[config.mk]
export PLATFORM = sky130hd
export DESIGN_NAME = hfd_half_rate
export DESIGN_NICKNAME = d
export VERILOG_FILES = /design/src/rtl/hfd_pkg.sv /design/src/rtl/hfd_sync.sv /design/src/rtl/hfd_div.sv /design/src/rtl/hfd_half_rate.sv
export SDC_FILE = /design/constraint.sdc
export NUM_CORES = 1
export LEC_CHECK = 0
export BUFFER_PORTS_ARGS = -buffer_cell sky130_fd_sc_hd__buf_2
export CAP_MARGIN = 20
export CELL_PAD_IN_SITES_DETAIL_PLACEMENT = 1
export CELL_PAD_IN_SITES_GLOBAL_PLACEMENT = 2
export CORE_AREA = 2 2 39 41
export DETAILED_ROUTE_END_ITERATION = 6
export DIE_AREA = 0 0 41 43
export PLACE_DENSITY = 0.51
export SLEW_MARGIN = 20
export SYNTH_ARGS = -nofsm -noshare
export SYNTH_HDL_FRONTEND = slang
export SYNTH_SLANG_ARGS = --single-unit
[constraint.sdc]
create_clock -name clk -period 1.1 [get_ports clk]
set_clock_uncertainty 0.05 [all_clocks]
set_input_delay 0.33 -clock clk [delete_from_list [all_inputs] [get_ports clk]]
set_output_delay 0.33 -clock clk [all_outputs]
set_load 0.02 [all_outputs]
[src/rtl/hfd_pkg.sv]
package hfd_pkg;
  typedef struct packed {
    logic en_n;
    logic thru_n;
    logic pol_pos;
  } hfd_ctrl_t;

  localparam hfd_ctrl_t HFD_CTRL_RST = '{en_n: 1'b1, thru_n: 1'b1, pol_pos: 1'b1};
endpackage

[src/rtl/hfd_sync.sv]
module hfd_sync #(
  parameter int STAGES = 2
) (
  input  logic clk,
  input  logic rst_n,
  input  logic d,
  output logic q
);
  localparam int LAST = STAGES - 1;

  logic [LAST:0] sr;

  generate
    if (STAGES == 1) begin : g_one
      always_ff @(posedge clk or negedge rst_n) begin
        if (!rst_n) sr <= '0;
        else        sr <= d;
      end
    end else begin : g_many
      always_ff @(posedge clk or negedge rst_n) begin
        if (!rst_n) sr <= '0;
        else        sr <= {sr[LAST-1:0], d};
      end
    end
  endgenerate

  assign q = sr[LAST];

  // output follows the input one edge per stage later
  a_r9_sync_delay: assert property (@(posedge clk) disable iff (!rst_n)
    1'b1 |=> q == $past(sr[(LAST > 0) ? LAST-1 : 0]) || (STAGES == 1 && q == $past(d)));
endmodule

[src/rtl/hfd_div.sv]
module hfd_div (
  input  logic clk,
  input  logic rst_n,
  input  logic lvl,
  input  logic clr,
  output logic q
);
  logic prev;
  logic rise;

  assign rise = lvl & ~prev;

  always_ff @(posedge clk or negedge rst_n) begin
    if (!rst_n) begin
      prev <= 1'b0;
      q    <= 1'b0;
    end else begin
      prev <= lvl;
      if (clr)       q <= 1'b0;
      else if (rise) q <= ~q;
    end
  end

  // one toggle per synchronized rising edge
  a_r2_toggle_on_rise: assert property (@(posedge clk) disable iff (!rst_n)
    (!clr && lvl && !prev) |=> q != $past(q));
  // no toggle without a rising edge
  a_r2_hold_otherwise: assert property (@(posedge clk) disable iff (!rst_n)
    (!clr && !(lvl && !prev)) |=> $stable(q));
  // disabled means cleared
  a_r6_clear: assert property (@(posedge clk) disable iff (!rst_n)
    clr |=> !q);
endmodule

[src/rtl/hfd_half_rate.sv]
module hfd_half_rate #(
  parameter int SYNC_STAGES = 2
) (
  input  logic clk,
  input  logic rst_n,
  input  logic sig_in,
  input  logic en_n,
  input  logic thru_n,
  input  logic pol_pos,
  output logic pin_out,
  output logic pin_own
);
  import hfd_pkg::*;

  hfd_ctrl_t ctrl_q;
  logic      lvl;
  logic      div_q;
  logic      copy_v;

  always_ff @(posedge clk or negedge rst_n) begin
    if (!rst_n) ctrl_q <= HFD_CTRL_RST;
    else        ctrl_q <= '{en_n: en_n, thru_n: thru_n, pol_pos: pol_pos};
  end

  hfd_sync #(.STAGES(SYNC_STAGES)) u_sync (
    .clk  (clk),
    .rst_n(rst_n),
    .d    (sig_in),
    .q    (lvl)
  );

  hfd_div u_div (
    .clk  (clk),
    .rst_n(rst_n),
    .lvl  (lvl),
    .clr  (ctrl_q.en_n),
    .q    (div_q)
  );

  assign copy_v  = ctrl_q.pol_pos ? lvl : ~lvl;
  assign pin_own = ~ctrl_q.en_n;
  assign pin_out = pin_own & (ctrl_q.thru_n ? div_q : copy_v);

  // ownership follows the sampled enable
  a_r1_own_on: assert property (@(posedge clk) disable iff (!rst_n)
    !en_n |=> pin_own);
  a_r1_own_off: assert property (@(posedge clk) disable iff (!rst_n)
    en_n |=> !pin_own);
  // released pin is quiet
  a_r7_quiet_when_released: assert property (@(posedge clk) disable iff (!rst_n)
    !pin_own |-> !pin_out);
  // negative sense inverts the synchronized level
  a_r4_inverted_copy: assert property (@(posedge clk) disable iff (!rst_n)
    (!en_n && !thru_n && !pol_pos) |=> pin_out != lvl);
  // positive sense copies the synchronized level
  a_r3_plain_copy: assert property (@(posedge clk) disable iff (!rst_n)
    (!en_n && !thru_n && pol_pos) |=> pin_out == lvl);
endmodule

==> impl_metrics.toml <==
[status]
outcome = "complete, but fails checks"
violations = "setup timing"

[timing]
tightest_slew_ps = 179
fmax_mhz = 637
drv_slew = 0
hold_viol = 0
slew_headroom = 0.877
setup_violations = 2
setup_slack_ps = -470
period_share = 1.43
fin_crit_ps = 1570
rsz0062_at_grt = "yes"

[setup_path]
cpPeakStageDelay_ps = 530
crit_fanout = 1
r2r_slack_ps = 80
rr_endpoint = "u_div.q"
startpoint = "ctrl_q[0]"
reg2reg_depth = 4
arrival_ps = 1190
end_kind = "output port"
r2r_start = "u_sync.sr[1]"
endpoint = "pin_out"
critPathLaunchType = "register"
setup.worst_path.class = "register to output port"
cp_data_required_time_ps = 720
worst_path_max_delay_cell = "dfstp_2"
cp_cell_sequence = "xnor2_1 -> mux2i_1 -> nor2_2 -> buf_4"

[clock_network]
clockBufferDepth = 2
cts_sinks = 7
htree_levels = 1
cts_tree = "built"
cts_buffers = 3
path_clk_slew_ps = 50
root_buffer = "clkbuf_4"
clock_latency_ps = 250

[routing]
avgViaCountPerCell = 3.31
drt-total-wl_um = 354
drt_iter0_markers = 0
vias = 149
wire_per_inst_um = 7.87
drtPass1Iterations = 1
antenna_left = 0
drc = 0

[layout]
multi_input_area_um2 = 45.0
layout.cells.most_common = "buf_2"
seqCellArea_um2 = 179
final_cell_mix = "buf_2, buf_4, dfrtp_1"
area.growth.synth_to_final_pct = 55.6
drive_above_1_share = 0.621
fillers = 159
antenna_cells = 0
fin_nets = 36

[global_route]
grt_pass1_vias = 174
globalRoute.totalOverflow = 0
grt_max_degree = 8
grt_pass1_wl_um = 621
grt_antenna_before_repair = 0
grt_usage = 0.0631

[power_and_ir_drop]
powerDensity_nw_per_um2 = 1620
p_leak_nw = 0.167
p_sw_mw = 0.120
internal-power_mw = 0.449
p_seq_frac = 0.500
peakVddDrop_uv = 766
finalPower_mw = 0.569
comb_power_share = 0.101
p_clk_frac = 0.399
sw_frac_of_total = 0.211

[placement]
port_buffers = 7
routabilityCongestion = 0.660
dpl_worst_slack_ps = -227

[floorplan]
dieArea_um2 = 1760
io_pins = 8
initial_core_util = 0.163
die_h_um = 43
core_area_um2 = 1380
die_x_um = 41
rows = 14

[synth]
syn-num-nets = 20
synth_cell_types = 7
syn_inst = 14
ys_ff_latch = 7
syn_area_per_cell_um2 = 16.1
synth_top_area_cell = "dfrtp_1"
syn_area_um2 = 225
yosysSeqAreaShare = 0.794
synth_area_leaders = "dfrtp_1, dfstp_2, xnor2_1, mux2i_1, and2b_1"
ys_warn_count = 0
synth.top_cell.area_share = 0.444

[min_path]
hp-class = "input pin to register"

[job]
cap_violations = 0
[critical path, delay by kind of cell, from the launching register on]
kind	cells	cell delay, ps
flip-flops	1	530
buffers and inverters	1	140
XOR/XNOR	1	100
multiplexers	1	100
AND/OR/NAND/NOR	1	80
[cell type report]
type | instances | share of cell area
clock buffers | 4 | 0.0750
inverters | 1 | 0.0107
multi-input cells | 6 | 0.129
flip-flops and latches | 7 | 0.511
well taps | 16 | 0.0571
repair buffers | 11 | 0.218
[timing repair]
item | 4_1_cts | 5_1_grt
endpoints found under the setup margin | 2 | 2
endpoints found under the hold margin | 4 | 0
setup buffers | 1 | 0
gates resized for setup | 4 | 0
hold buffers | 1 | 0
[metrics by stage]
step	std cells	hold slack [ps]	setup TNS, ps	cell area [µm²]	util
2_1_floorplan	14	-15.6	-171	228	-
6_report	45	126	-697	350	0.253
3_5_place_dp	39	117	-229	298	0.215
5_1_grt	45	106	-820	350	0.253
4_1_cts	45	113	-737	350	0.253
3_3_place_gp	39	114	-214	298	0.215
[power by group through the flow]
stage                     clock network (mW)  registers (mW)  logic (mW)
after CTS                              0.244           0.285      0.0593
after floorplan                            0           0.287      0.0226
after detailed placement                   0           0.289      0.0494
after global routing                   0.263           0.286      0.0640
after global placement                     0           0.288      0.0484
final                                  0.227           0.284      0.0577
[worst min path at each step]
stage	from	to	slack [ps]	cells after the start
floorplan	rst_n	u_div.prev	-20	0
global placement	rst_n	u_sync.sr[0]	110	1
detailed placement	rst_n	u_sync.sr[0]	120	1
CTS	pol_pos	ctrl_q[0]	110	1
global route	pol_pos	ctrl_q[0]	110	1
finish	pol_pos	ctrl_q[0]	130	1
[sequential cells by signal, summed over array words and instances, names as in the netlist]
register	count
ctrl_q	3
u_sync.sr	2
u_div.prev	1
u_div.q	1
[Yosys cell counts]
cell type	instances
and2b_1	1
inv_1	1
mux2i_1	1
nor2_1	2
xnor2_1	2
dfstp_2	3
dfrtp_1	4
[cells by family (layout without fill, tap and decap cells)]
kind of cell | count (synthesis) | in the layout | synth area share
flops | 7 | 7 | 0.794
simple gates | 3 | 3 | 0.0667
xor+xnor | 2 | 2 | 0.0778
mux | 1 | 1 | 0.0444
buf+inv | 1 | 16 | 0.0167
[routing by layer]
metal / wire length (µm) / GRT usage
met1: 135 / 0.0604
met2: 197 / 0.0719
met3: 21 / 0.0471
met4: 0 / 0.0800
met5: 0 / 0
Power figures use the tool's default switching activity.
